**config.mk**
```make
export PLATFORM = sky130hd
export DESIGN_NAME = gpt_timer_core
export DESIGN_NICKNAME = d
export VERILOG_FILES = /design/src/rtl/gpt_pkg.sv /design/src/rtl/gpt_prescale.sv /design/src/rtl/gpt_count.sv /design/src/rtl/gpt_capture.sv /design/src/rtl/gpt_pwm.sv /design/src/rtl/gpt_timer_core.sv
export SDC_FILE = /design/constraint.sdc
export NUM_CORES = 1
export LEC_CHECK = 0
export BUFFER_PORTS_ARGS = -buffer_cell sky130_fd_sc_hd__clkbuf_2
export CELL_PAD_IN_SITES_DETAIL_PLACEMENT = 0
export CELL_PAD_IN_SITES_GLOBAL_PLACEMENT = 1
export CORE_ASPECT_RATIO = 2
export CORE_UTILIZATION = 42
export DETAILED_ROUTE_END_ITERATION = 7
export HOLD_SLACK_MARGIN = 0.12
export PLACE_DENSITY_LB_ADDON = 0.3
export SYNTH_ARGS = -nofsm -noshare
export SYNTH_HDL_FRONTEND = slang
export SYNTH_SLANG_ARGS = --single-unit
```
**constraint.sdc**
```tcl
create_clock -name clk -period 6.37 [get_ports clk]
set_input_delay 1.911 -clock clk [delete_from_list [all_inputs] [get_ports clk]]
set_output_delay 1.911 -clock clk [all_outputs]
set_load 0.02 [all_outputs]
```
**src/rtl/gpt_pkg.sv**
```systemverilog
package gpt_pkg;
  localparam int CTRL_W  = 16;
  localparam int RATIO_W = 3;

  typedef enum logic [1:0] {
    TRIG_NONE      = 2'd0,
    TRIG_OVF       = 2'd1,
    TRIG_OVF_MATCH = 2'd2,
    TRIG_RSVD      = 2'd3
  } trig_sel_e;

  typedef struct packed {
    logic               rsvd;
    logic               gpo;
    logic               cap_dual;
    logic               toggle;
    trig_sel_e          trig;
    logic [1:0]         edge_sel;
    logic               def_lvl;
    logic               cmp_en;
    logic               pre_en;
    logic [RATIO_W-1:0] ratio;
    logic               reload;
    logic               run;
  } gpt_ctrl_t;
endpackage

```
**src/rtl/gpt_prescale.sv**
```systemverilog
module gpt_prescale #(
  parameter int RATIO_W = 3
) (
  input  logic               clk,
  input  logic               rst,
  input  logic               clr,
  input  logic               en,
  input  logic               pre_en,
  input  logic [RATIO_W-1:0] ratio,
  output logic               tick
);
  localparam int DIV_W = 2 ** RATIO_W;

  logic [DIV_W-1:0] pcnt;
  logic [DIV_W-1:0] term;
  logic [RATIO_W:0] shamt;

  always_comb begin
    shamt = {1'b0, ratio} + 1'b1;
    term  = (DIV_W'(1) << shamt) - DIV_W'(1);
    tick  = en & (~pre_en | (pcnt == term));
  end

  always_ff @(posedge clk) begin
    if (rst || clr || !pre_en) begin
      pcnt <= '0;
    end else if (en) begin
      pcnt <= (pcnt == term) ? '0 : pcnt + DIV_W'(1);
    end
  end
endmodule

```
**src/rtl/gpt_count.sv**
```systemverilog
module gpt_count #(
  parameter int W = 32
) (
  input  logic         clk,
  input  logic         rst,
  input  logic         tick,
  input  logic         cnt_wr,
  input  logic [W-1:0] cnt_wdata,
  input  logic         trig_wr,
  input  logic [W-1:0] load,
  input  logic [W-1:0] match,
  input  logic         reload,
  input  logic         cmp_en,
  output logic [W-1:0] count,
  output logic         ovf_now,
  output logic         match_now
);
  logic [W-1:0] nxt;
  logic         step;
  logic         at_top;

  always_comb begin
    step   = tick & ~cnt_wr & ~trig_wr;
    at_top = &count;
    if (cnt_wr)       nxt = cnt_wdata;
    else if (trig_wr) nxt = load;
    else if (tick)    nxt = at_top ? (reload ? load : '0) : count + W'(1);
    else              nxt = count;
    ovf_now   = step & at_top;
    match_now = step & cmp_en & (nxt == match);
  end

  always_ff @(posedge clk) begin
    if (rst) count <= '0;
    else     count <= nxt;
  end
endmodule

```
**src/rtl/gpt_capture.sv**
```systemverilog
module gpt_capture #(
  parameter int W = 32
) (
  input  logic         clk,
  input  logic         rst,
  input  logic         fclk_en,
  input  logic         cap_in,
  input  logic [1:0]   edge_sel,
  input  logic         dual,
  input  logic         rearm,
  input  logic [W-1:0] count,
  output logic [W-1:0] cap1,
  output logic [W-1:0] cap2,
  output logic         evt
);
  logic prev;
  logic second;
  logic hit;

  always_comb begin
    hit = fclk_en & ((edge_sel[0] & cap_in & ~prev) |
                     (edge_sel[1] & ~cap_in & prev));
  end

  always_ff @(posedge clk) begin
    if (rst) begin
      prev   <= 1'b0;
      second <= 1'b0;
      cap1   <= '0;
      cap2   <= '0;
      evt    <= 1'b0;
    end else begin
      evt <= 1'b0;
      if (fclk_en) prev <= cap_in;
      if (hit) begin
        if (!dual) begin
          cap1 <= count;
          evt  <= 1'b1;
        end else if (!second) begin
          cap1   <= count;
          second <= 1'b1;
        end else begin
          cap2   <= count;
          second <= 1'b0;
          evt    <= 1'b1;
        end
      end
      if (rearm) second <= 1'b0;
    end
  end
endmodule

```
**src/rtl/gpt_pwm.sv**
```systemverilog
module gpt_pwm
  import gpt_pkg::*;
(
  input  logic      clk,
  input  logic      rst,
  input  logic      load_def,
  input  logic      new_def,
  input  logic      def_lvl,
  input  trig_sel_e trig,
  input  logic      toggle,
  input  logic      ovf_now,
  input  logic      match_now,
  output logic      pwm
);
  logic fire;

  always_comb begin
    unique case (trig)
      TRIG_OVF:       fire = ovf_now;
      TRIG_OVF_MATCH: fire = ovf_now | match_now;
      default:        fire = 1'b0;
    endcase
  end

  always_ff @(posedge clk) begin
    if (rst)           pwm <= 1'b0;
    else if (load_def) pwm <= new_def;
    else if (fire)     pwm <= toggle ? ~pwm : ~def_lvl;
    else if (!toggle)  pwm <= def_lvl;
  end
endmodule

```
**src/rtl/gpt_timer_core.sv**
```systemverilog
module gpt_timer_core
  import gpt_pkg::*;
#(
  parameter int W = 32
) (
  input  logic              clk,
  input  logic              rst,
  input  logic              fclk_en,
  input  logic              ctrl_wr,
  input  logic [CTRL_W-1:0] ctrl_wdata,
  input  logic              cnt_wr,
  input  logic [W-1:0]      cnt_wdata,
  input  logic              load_wr,
  input  logic [W-1:0]      load_wdata,
  input  logic              match_wr,
  input  logic [W-1:0]      match_wdata,
  input  logic              trig_wr,
  input  logic              cap_in,
  output logic [W-1:0]      count_o,
  output logic [CTRL_W-1:0] ctrl_o,
  output logic [W-1:0]      cap1_o,
  output logic [W-1:0]      cap2_o,
  output logic              evt_match,
  output logic              evt_ovf,
  output logic              evt_cap,
  output logic              pwm_o,
  output logic              gpo_cfg_o
);
  gpt_ctrl_t    ctrl_q;
  gpt_ctrl_t    ctrl_new;
  logic [W-1:0] load_q;
  logic [W-1:0] match_q;
  logic         tick;
  logic         ovf_now;
  logic         match_now;

  assign ctrl_new = gpt_ctrl_t'(ctrl_wdata);

  always_ff @(posedge clk) begin
    if (rst) begin
      ctrl_q    <= '0;
      load_q    <= '0;
      match_q   <= '0;
      evt_ovf   <= 1'b0;
      evt_match <= 1'b0;
    end else begin
      if (ctrl_wr)                       ctrl_q     <= ctrl_new;
      else if (ovf_now && !ctrl_q.reload) ctrl_q.run <= 1'b0;
      if (load_wr)  load_q  <= load_wdata;
      if (match_wr) match_q <= match_wdata;
      evt_ovf   <= ovf_now;
      evt_match <= match_now;
    end
  end

  gpt_prescale #(.RATIO_W(RATIO_W)) u_pre (
    .clk    (clk),
    .rst    (rst),
    .clr    (ctrl_wr | ~ctrl_q.run),
    .en     (fclk_en & ctrl_q.run),
    .pre_en (ctrl_q.pre_en),
    .ratio  (ctrl_q.ratio),
    .tick   (tick)
  );

  gpt_count #(.W(W)) u_cnt (
    .clk       (clk),
    .rst       (rst),
    .tick      (tick),
    .cnt_wr    (cnt_wr),
    .cnt_wdata (cnt_wdata),
    .trig_wr   (trig_wr),
    .load      (load_q),
    .match     (match_q),
    .reload    (ctrl_q.reload),
    .cmp_en    (ctrl_q.cmp_en),
    .count     (count_o),
    .ovf_now   (ovf_now),
    .match_now (match_now)
  );

  gpt_capture #(.W(W)) u_cap (
    .clk      (clk),
    .rst      (rst),
    .fclk_en  (fclk_en),
    .cap_in   (cap_in),
    .edge_sel (ctrl_q.edge_sel),
    .dual     (ctrl_q.cap_dual),
    .rearm    (ctrl_wr),
    .count    (count_o),
    .cap1     (cap1_o),
    .cap2     (cap2_o),
    .evt      (evt_cap)
  );

  gpt_pwm u_pwm (
    .clk       (clk),
    .rst       (rst),
    .load_def  (ctrl_wr),
    .new_def   (ctrl_new.def_lvl),
    .def_lvl   (ctrl_q.def_lvl),
    .trig      (ctrl_q.trig),
    .toggle    (ctrl_q.toggle),
    .ovf_now   (ovf_now),
    .match_now (match_now),
    .pwm       (pwm_o)
  );

  assign ctrl_o    = ctrl_q;
  assign gpo_cfg_o = ctrl_q.gpo;
endmodule

```
==> impl_metrics.tcl, run 1 <==
set metrics [dict create \
    core_sq_mm 0.02274 \
    status "finished, final reports clean" \
    period_needed_ps 5338 \
    die_w_um 110.0 \
    hold_depth 2 \
    start_kind "input port" \
    hold_violations 0 \
    synthTopCellsByArea "dfxtp_1 (39%), mux2i_1 (8.8%), nand2_1 (7.7%)" \
    synthesis.area_sq_mm 0.009792 \
    drive_above_1_share_pct 21.99 \
    setup_viol 0 \
    maxCapViolCount 0 \
    rsz0062_at_grt "no" \
    grt_pass1_vias 10060 \
    drt_iter0_drc 974 \
    min_path_type "flip-flop to flip-flop" \
    syn-num-nets 1380 \
    cts_resized 0 \
    grt_usage_pct 34.49 \
    crit_arrival_ps 5730 \
    fmax_mhz 187.3 \
    start_util_pct 43.06 \
    synth_top_area_cell "dfxtp_1" \
    ctsHoldBuffers 0 \
    dieHeight_um 217.9 \
    yosysWarnings 0 \
    grt_pass1_wl_um 59500 \
    placed_cell_area_sq_mm 0.01120 \
    worst_clock_skew_ps 13.47 \
    synth.ff_latch_count 190 \
    nNetsFinal 1575 \
    die_area_sq_mm 0.02397 \
    cts_tree "built" \
    rows 78 \
    ioPinCount 238 \
    drtPass1Iterations 6 \
    antenna_found_initial 0 \
    place.gp.congestion 1.012 \
    rrSetupSlack_ps 1340 \
    clockBufferDepth 2 \
    wl_per_cell_um 23.27 \
    clkTransAtPathRegs_ps 60 \
    required_ps 6760 \
    clk_latency_ps 460 \
    dpl.hpwl_um 30530 \
    whs_ps 450.8 \
    powerDensity_mw_per_mm2 234.2 \
    root_buffer "clkbuf_16" \
    ys.flop_type "dfxtp_1" \
    rr_startpoint "ctrl_o[3]$_SDFFE_PP0P_" \
    io_buffer_count 237 \
    finalMaxSlewViolations 0 \
    synthDominantCellAreaShare_pct 38.84 \
    worst_slew_pin_slew_ps 1225 \
    min_from "u_cap.cap2[18]$_SDFFE_PP0P_" \
    endpoint_kind "flip-flop" \
    hold-path-endpoint "u_cap.cap2[18]$_SDFFE_PP0P_" \
    cts_buffers 17 \
    slew_headroom_pct 18.32 \
    overflow 0 \
    grt_max_degree 69 \
    layout.cells.most_common_list "clkbuf_2 (236), nand2_1 (201), dfxtp_1 (190), nor2_1 (156), a21oi_1 (123)" \
    diodes 0 \
    synth_edf_count 0 \
    setup_tns_ps 0 \
    syn_to_final_growth_pct 19.93 \
    cts_setup_buffers 0 \
    antenna_left 0 \
    finalWirelength_um 40490 \
    avgSynthCellArea_sq_um 7.809 \
    seq_area_frac_synth_pct 38.84 \
    reg2reg_depth 14 \
    dr_total_vias 10330 \
    drc 0 \
    synth_cell_type_count 74 \
    cts.sinks 190 \
    design_area_sq_mm 0.01174 \
    p_leak_nw 4.939 \
    max-vdd-ir-drop_uv 222.4 \
    period_share_pct 83.79 \
    syn_inst 1254 \
    path_max_fanout 11 \
    h-tree-depth 4 \
    r2r-end "evt_match$_SDFF_PP0_" \
    crit_type "input port to flip-flop" \
    async_flop_share_pct 0 \
    vias_per_cell 5.937 \
    final_common_cell "clkbuf_2" \
]
[where the power goes]
group / switching [mW] / internal [mW] / total, mW
sequential: 0.0931 / 1.23 / 1.33
combinational: 0.238 / 0.154 / 0.392
clock: 0.477 / 0.554 / 1.03
total: 0.809 / 1.94 / 2.75
[layer usage]
layer	vias up	routed length, um	share of wire [%]	global-route usage (%)
met5	-	0	0	0
met4	0	3113	7.7	25.56
met1	4831	13980	35	35.12
met3	162	2561	6.3	6.515
met2	521	20830	51	60.69
li1	4816	-	-	-
[logic make-up (layout without fill, tap and decap cells)]
logic type,Yosys count,count (layout),synth area share (%)
other,1,1,0.03830
flip-flops,190,190,38.84
buffers and inverters,117,323,4.945
adder cells (fa/ha/maj),5,5,0.6389
multiplexers,89,89,9.175
XOR/XNOR,32,32,2.862
AND/OR/NAND/NOR,543,543,25.76
AO/OA/AOI/OAI,277,277,17.74
[worst max-delay path by stage]
stage	slack, ps	startpoint	endpoint
2_1_floorplan	1650	fclk_en	u_pwm.pwm$_SDFFE_PP0P_
3_3_place_gp	640	fclk_en	evt_match$_SDFF_PP0_
3_5_place_dp	660	fclk_en	evt_match$_SDFF_PP0_
4_1_cts	1130	fclk_en	u_pwm.pwm$_SDFFE_PP0P_
5_1_grt	810	fclk_en	evt_match$_SDFF_PP0_
6_report	1030	fclk_en	evt_match$_SDFF_PP0_
[critical path, stage by stage]
cell,delay [ps]
clkbuf_2,170
nand3_1,90
nor4_1,480
nand3_1,210
o22ai_2,460
buf_4,300
nor2_1,120
a221oi_1,540
xnor2_1,110
nor2_1,340
nand4_1,200
a2111oi_0,510
nand4_1,160
nor2_1,130
[metrics by stage]
step	power, mW	utilization, %	std cells	setup WS, ps
after floorplan	1.552	-	1254	1649
after global placement	1.735	49.25	1710	641.7
after detailed placement	1.737	49.25	1710	661.5
after CTS	2.764	51.65	1740	1133
after global routing	2.845	51.65	1740	807.0
final	2.750	51.65	1740	1032
[state kept, by name, indices dropped and copies added (netlist names)]
register,cells
ctrl_o,15
u_pwm.pwm,1
u_cap.cap1,32
u_cap.evt,1
u_cnt.count,32
u_pre.pcnt,8
match_q,32
u_cap.second,1
u_cap.cap2,32
gpo_cfg_o,1
load_q,32
u_cap.prev,1
evt_ovf,1
evt_match,1
[synthesized netlist by cell type (6+ instances only)]
master / n
nand4_1: 19
a31o_2: 6
and2_1: 14
xnor2_1: 17
a211oi_1: 13
or3_1: 9
nor4_1: 15
buf_2: 8
o211ai_1: 6
clkbuf_1: 62
and4_1: 7
nand3_1: 35
inv_1: 24
buf_1: 13
and3_1: 22
xor2_1: 15
o22ai_1: 7
mux2i_1: 86
nand2b_1: 7
nor2_1: 156
dfxtp_1: 190
nor3_1: 25
nand2_1: 201
a221oi_1: 11
buf_4: 9
a21oi_1: 123
a31oi_1: 14
o21ai_0: 39
[layout make-up]
cell class / instances / area (sq um)
timing repair buffer: 269 / 1433
tap: 280 / 350.3
clock inverter: 10 / 88.84
clock buffer: 20 / 456.7
sequential: 190 / 3804
multi-input combinational: 947 / 5522
inverter: 24 / 90.09
fill: 2315 / 11000
Note: power is estimated with default switching activity, not from simulation.
==> run 2, diff against run 1 <==
--- a/config.mk
+++ b/config.mk
@@ -9,7 +9,7 @@
 export CELL_PAD_IN_SITES_DETAIL_PLACEMENT = 0
 export CELL_PAD_IN_SITES_GLOBAL_PLACEMENT = 1
 export CORE_ASPECT_RATIO = 2
-export CORE_UTILIZATION = 42
+export CORE_UTILIZATION = 35
 export DETAILED_ROUTE_END_ITERATION = 7
 export HOLD_SLACK_MARGIN = 0.12
 export PLACE_DENSITY_LB_ADDON = 0.3
==> constraint.sdc (replaced) <==
create_clock -name clk -period 4.86 [get_ports clk]
set_input_delay 1.458 -clock clk [delete_from_list [all_inputs] [get_ports clk]]
set_output_delay 1.458 -clock clk [all_outputs]
set_load 0.02 [all_outputs]
==> run 2 against run 1 <==
Largest cell class unchanged. Global-route usage shrank 4.0 points. Routed wire length grew 6.5%. Final area grew 4.4%. First-iteration DRC count shrank 13%. Worst setup slack lost 610 ps. Register-to-register slack lost 920 ps. Clock-buffer cell count shrank 2.
==> impl_metrics.tcl, run 2 (synthesis gave the netlist of run 1 again) <==
set metrics [dict create \
    die_area_sq_mm 0.02869 \
    crit_buf_inv 2 \
    min_path_type "flip-flop to flip-flop" \
    grt_pass1_wl_um 63560 \
    worst_slew_pin_slew_ps 1081 \
    grt_pass1_vias 10290 \
    final_common_cell "clkbuf_2" \
    fill_cells 2951 \
    layout.cells.most_common_list "clkbuf_2 (236), nand2_1 (201), dfxtp_1 (190), nor2_1 (156), a21oi_1 (123)" \
    status "finished, final reports clean" \
    max-vdd-ir-drop_uv 228.0 \
    cts_tree "built" \
    maxCapViolCount 0 \
    whs_ps 454.1 \
    clockBufferDepth 2 \
    rsz0062_at_grt "no" \
    period_needed_ps 4439 \
    design_area_sq_mm 0.01226 \
    ioPinCount 238 \
    finalMaxSlewViolations 0 \
    path_max_fanout 13 \
    cts_resized 0 \
    slowest_stage "dfxtp_1" \
    overflow 0 \
    dieHeight_um 238.5 \
    antenna_found_initial 0 \
    core_sq_mm 0.02755 \
    p_leak_nw 5.207 \
    antenna_left 0 \
    crit_type "flip-flop to flip-flop" \
    h-tree-depth 4 \
    drive_above_1_share_pct 24.64 \
    io_buffer_count 237 \
    dpl.hpwl_um 33780 \
    slew_headroom_pct 27.93 \
    drc 0 \
    cts_setup_buffers 0 \
    syn_to_final_growth_pct 25.17 \
    dr_total_vias 10490 \
    clkTransAtPathRegs_ps 70 \
    crit_arrival_ps 4760 \
    nNetsFinal 1627 \
    diodes 0 \
    wl_per_cell_um 23.12 \
    fin_ws_ps 421.1 \
    ctsHoldBuffers 0 \
    period_share_pct 91.33 \
    cts_buffers 17 \
    root_buffer "clkbuf_16" \
    drtPass1Iterations 8 \
    required_ps 5180 \
    fmax_mhz 225.3 \
    placed_cell_area_sq_mm 0.01169 \
    start_util_pct 35.55 \
    rows 86 \
    grt_max_degree 81 \
    powerDensity_mw_per_mm2 300.4 \
    endpoint_kind "flip-flop" \
    setup_viol 0 \
    cp_slowest_stage_delay_ps 410 \
    setup_tns_ps 0 \
    drt_iter0_drc 846 \
    fin_util_pct 44.49 \
    hold_violations 0 \
    clk_latency_ps 460 \
    finalWirelength_um 43130 \
    vias_per_cell 5.622 \
    place.gp.congestion 1.020 \
    worst_clock_skew_ps 12.02 \
    cts.sinks 190 \
    cp_cell_sequence "or3_1, ha_1, nor4bb_1, a211oi_1, o22ai_1, o22ai_2, buf_12, buf_4, a211o_1, and2_1, a221oi_1, and4b_1, nand4_1, and4bb_1, mux2i_1, o211ai_1" \
    place_ws_ps 90.16 \
    grt_usage_pct 30.52 \
    start_kind "flip-flop" \
    critPathTopFamily "simple AND/OR/NAND/NOR gates" \
    die_w_um 120.3 \
]
==> run 2: changes by cell type in the layout (fill, tap and decap cells not counted), sizes merged <==
| cell | delta |
|---|---|
| buf | +52 |
| clkbuf | -2 |
| clkinvlp | +1 |
| inv | +3 |
==> run 2: worst reg2reg max path, stage by stage, from the launching register on <==
cell,delay [ps]
dfxtp_1,410
or3_1,410
ha_1,220
nor4bb_1,340
a211oi_1,140
o22ai_1,330
o22ai_2,180
buf_12,190
buf_4,160
a211o_1,340
and2_1,250
a221oi_1,320
and4b_1,230
nand4_1,110
and4bb_1,370
mux2i_1,210
o211ai_1,100
==> run 2: layer usage <==
| metal | part of all wire (%) | GRT usage (%) |
|---|---|---|
| met5 | 0 | 0 |
| met3 | 5.0 | 4.437 |
| met2 | 52 | 55.42 |
| met1 | 35 | 31.06 |
| met4 | 8.0 | 22.97 |
==> run 2: worst paths after layout <==
path	startpoint	to	slack, ps	depth (start not counted)
max	ctrl_o[2]$_SDFFE_PP0P_	u_pwm.pwm$_SDFFE_PP0P_	420	16
min	u_cap.cap2[13]$_SDFFE_PP0P_	u_cap.cap2[13]$_SDFFE_PP0P_	450	2
max reg2reg	ctrl_o[2]$_SDFFE_PP0P_	u_pwm.pwm$_SDFFE_PP0P_	420	16
min reg2reg	u_cap.cap2[13]$_SDFFE_PP0P_	u_cap.cap2[13]$_SDFFE_PP0P_	450	2
==> run 2: layout make-up <==
type,count,area [sq um],share of cell area (%)
Timing Repair Buffer,321,1848,15.08
Multi-Input combinational cell,947,5510,44.96
Tap cell,352,440.4,3.593
Inverter,24,90.09,0.7350
Clock buffer,18,429.2,3.501
Sequential cell,190,3804,31.03
Clock inverter,14,135.1,1.102
==> run 2: power breakdown <==
group	leakage (nW)	total (mW)	internal (mW)	switching, mW
Combinational	3.38	0.587	0.228	0.359
Clock	0.275	1.39	0.717	0.671
Sequential	1.55	1.71	1.62	0.0914
==> run 2: metrics by stage <==
step	instances	total power, mW
after floorplan	1254	2.034
after CTS	1866	3.709
final	1866	3.682
after global placement	1834	2.320
after global routing	1866	3.826
after detailed placement	1834	2.321
==> run 3, diff against run 2 <==
--- a/config.mk
+++ b/config.mk
@@ -5,11 +5,12 @@
 export SDC_FILE = /design/constraint.sdc
 export NUM_CORES = 1
 export LEC_CHECK = 0
+export ABC_AREA = 1
 export BUFFER_PORTS_ARGS = -buffer_cell sky130_fd_sc_hd__clkbuf_2
 export CELL_PAD_IN_SITES_DETAIL_PLACEMENT = 0
 export CELL_PAD_IN_SITES_GLOBAL_PLACEMENT = 1
 export CORE_ASPECT_RATIO = 2
-export CORE_UTILIZATION = 35
+export CORE_UTILIZATION = 34
 export DETAILED_ROUTE_END_ITERATION = 7
 export HOLD_SLACK_MARGIN = 0.12
 export PLACE_DENSITY_LB_ADDON = 0.3
==> run 3 against run 2 <==
First-iteration DRC count fell by 28%. Final area fell by 3.5%. Synthesized cell count rose by 22%. Area after synthesis barely moved. Register-to-register slack improved by 800 ps. Sequential power barely moved. Total power rose by 2.7%. Critical path type is now input port to flip-flop. Critical endpoint unchanged. Highest routed layer unchanged.
==> impl_metrics.tcl, run 3 <==
set metrics [dict create \
    wl_met2_um 19270 \
    vias_per_cell 4.968 \
    min_path_type "flip-flop to flip-flop" \
    rows 87 \
    rr_startpoint "u_cnt.count[0]$_SDFF_PP0_" \
    synth.ff_latch_count 190 \
    cts_buffers 17 \
    rrSetupSlack_ps 1220 \
    diodes 0 \
    start_util_pct 34.70 \
    finalWirelength_um 37170 \
    setup_tns_ps 0 \
    nNetsFinal 1847 \
    syn-num-nets 1654 \
    fill_cells 3121 \
    worst_slew_pin_slew_ps 901.7 \
    dpl.hpwl_um 29290 \
    grt_pass1_vias 10180 \
    dr_total_vias 10380 \
    crit_type "input port to flip-flop" \
    path_max_fanout 26 \
    swShare_pct 28.93 \
    hold-path-endpoint "u_cap.cap1[0]$_SDFFE_PP0P_" \
    finalMaxSlewViolations 0 \
    synth_edf_count 0 \
    grt_pass1_wl_um 56450 \
    cts_tree "built" \
    slew_headroom_pct 39.82 \
    rsz0062_at_grt "no" \
    dpl.cell_count 2058 \
    intPower_mw 2.689 \
    dieHeight_um 241.9 \
    clk_latency_ps 460 \
    synthTopCellsByArea "dfxtp_1 (39%), nand2_1 (16%), nor2_1 (7.9%)" \
    syn_inst 1528 \
    min_from "u_cap.cap1[0]$_SDFFE_PP0P_" \
    r2r-end "u_pwm.pwm$_SDFFE_PP0P_" \
    die_w_um 121.9 \
    p_seq_share_pct 45.4 \
    synthesis.area_sq_mm 0.009783 \
    ctsHoldBuffers 0 \
    root_buffer "clkbuf_16" \
    drc 0 \
    comb_power_share_pct 15.1 \
    hold_depth 2 \
    maxCapViolCount 0 \
    wl_per_cell_um 17.79 \
    grt_max_degree 72 \
    core_sq_mm 0.02819 \
    setup_viol 0 \
    avgSynthCellArea_sq_um 6.403 \
    top_layer_used "met4" \
    p_sw_mw 1.094 \
    p_leak_nw 5.464 \
    period_share_pct 79.67 \
    endpoint_kind "flip-flop" \
    place.gp.congestion 0.9091 \
    ioPinCount 238 \
    drt_iter0_drc 607 \
    clkTransAtPathRegs_ps 70 \
    required_ps 5220 \
    hold_violations 0 \
    drtPass1Iterations 5 \
    met1_length_um 14490 \
    io_buffer_count 237 \
    yosysWarnings 0 \
    ys.flop_type "dfxtp_1" \
    antenna_found_initial 0 \
    reg2reg_depth 24 \
    cp_cell_sequence "clkbuf_2, nand2_1, nor2_1, nand4_1, nor2_2, nand2_2, nand2_4, inv_1, nand2_1, nand3_1, nand2_1, nand3_1, nand2_1, nand2_1, nor2_1, nand3_1, nor2_1, nand2_1, nand2_2, nand2_2, nand2_1, nand2_1, nor2_1, nor2_1" \
    period_needed_ps 3872 \
    synth_top_area_cell "dfxtp_1" \
    start_kind "input port" \
    slowest_stage "nand2_4" \
    grt_usage_pct 25.71 \
    cts.sinks 190 \
    cp_slowest_stage_delay_ps 260 \
    worst_clock_skew_ps 7.895 \
    finalNonFillerCells 2089 \
    cpMostUsedCell "nand2_1" \
    cts_resized 0 \
    antenna_left 0 \
    async_flop_share_pct 0 \
    powerDensity_mw_per_mm2 319.9 \
    cts_setup_buffers 0 \
    h-tree-depth 4 \
    die_area_sq_mm 0.02950 \
    layout.cells.most_common_list "nand2_1 (406), clkbuf_2 (237), nor2_1 (205), dfxtp_1 (190), a21oi_1 (154)" \
    fmax_mhz 258.3 \
    critPathTopFamily "simple AND/OR/NAND/NOR gates" \
    syn_to_final_growth_pct 20.88 \
    ys_top_cells_by_count "nand2_1 (406), nor2_1 (206), dfxtp_1 (190)" \
    seq_area_frac_synth_pct 38.88 \
    overflow 0 \
    max-vdd-ir-drop_uv 262.6 \
    crit_buf_inv 2 \
    drive_above_1_share_pct 19.79 \
    synth_cell_type_count 35 \
    pwr-share-clk_pct 39.4 \
    crit_arrival_ps 4230 \
    synthDominantCellAreaShare_pct 38.88 \
    clockBufferDepth 2 \
    dr_wl_met3_um 1388 \
    yosysMostFrequentCell "nand2_1" \
    final_common_cell "nand2_1" \
    status "finished, final reports clean" \
]
-- run 3: changes by cell type after synthesis, sizes merged, moves of 19 or more --
cell and change:
nor2 +58, o21ai +97, nor3 -19, nand2 +214
nand3 +102, or2 +24, and3 -22, mux2i -86
a21oi +31, inv +88
-- run 3: worst min-delay path, stage by stage, from the launching register on --
cell and delay [ps]:
dfxtp_1 310, nand2_1 60, a21oi_1 50
-- run 3: kinds of logic (layout without fill, tap and decap cells) --
| logic type | count (synthesis) | after routing | share of synthesized area [%] |
|---|---|---|---|
| other | 1 | 1 | 0.03833 |
| AOI/OAI and AO/OA | 295 | 295 | 15.26 |
| buffers and inverters | 204 | 409 | 8.658 |
| and+or+nand+nor | 819 | 819 | 35.27 |
| DFF | 190 | 190 | 38.88 |
| xor gates and xnor gates | 14 | 14 | 1.253 |
| adders and majority gates | 5 | 5 | 0.6395 |
-- run 3: cell type report --
type                    instances  area (sq um)  area share [%]
clock inverters                 9         133.9           1.132
clock buffers                  22         484.2           4.094
inverters                     118         447.9           3.788
repair buffers                260          1371           11.60
flip-flops and latches        190          3804           32.16
well taps                     356         445.4           3.766
multi-input cells            1134          5140           43.46
-- run 3: layer usage --
| layer | global-route usage (%) | up-vias |
|---|---|---|
| li1 | - | 5295 |
| met1 | 27.84 | 4663 |
| met2 | 46.16 | 333 |
| met3 | 3.484 | 88 |
| met4 | 15.40 | 0 |
| met5 | 0 | - |
-- run 3: how the worst max path moves through the flow --
stage	start	endpoint	slack, ps	cells after the start
after detailed placement	fclk_en	u_pwm.pwm$_SDFFE_PP0P_	480	24
after global routing	fclk_en	u_pwm.pwm$_SDFFE_PP0P_	620	24
after global placement	fclk_en	u_pwm.pwm$_SDFFE_PP0P_	440	24
final	fclk_en	u_pwm.pwm$_SDFFE_PP0P_	990	24
after CTS	fclk_en	u_pwm.pwm$_SDFFE_PP0P_	960	24
after floorplan	fclk_en	u_pwm.pwm$_SDFFE_PP0P_	1450	24
-- run 3: power by group through the flow --
stage,combinational [mW],clock [mW],sequential (mW)
finish,0.572,1.49,1.72
detailed placement,0.576,0,1.75
floorplan,0.324,0,1.76
global placement,0.575,0,1.75
CTS,0.578,1.52,1.72
global route,0.641,1.57,1.73
-- run 3: per-stage QoR --
| stage | util [%] | area [sq um] | power (mW) | hold WS [ps] | worst slack (ps) |
|---|---|---|---|---|---|
| 4_1_cts | 41.95 | 11830 | 3.812 | 465.0 | 956.9 |
| 5_1_grt | 41.95 | 11830 | 3.935 | 481.6 | 622.1 |
| 3_5_place_dp | 39.76 | 11210 | 2.330 | 453.8 | 475.1 |
| 2_1_floorplan | - | 9783 | 2.083 | 443.6 | 1447 |
| 3_3_place_gp | 39.76 | 11210 | 2.329 | 449.0 | 444.8 |
| 6_report | 41.95 | 11830 | 3.783 | 459.9 | 988.2 |
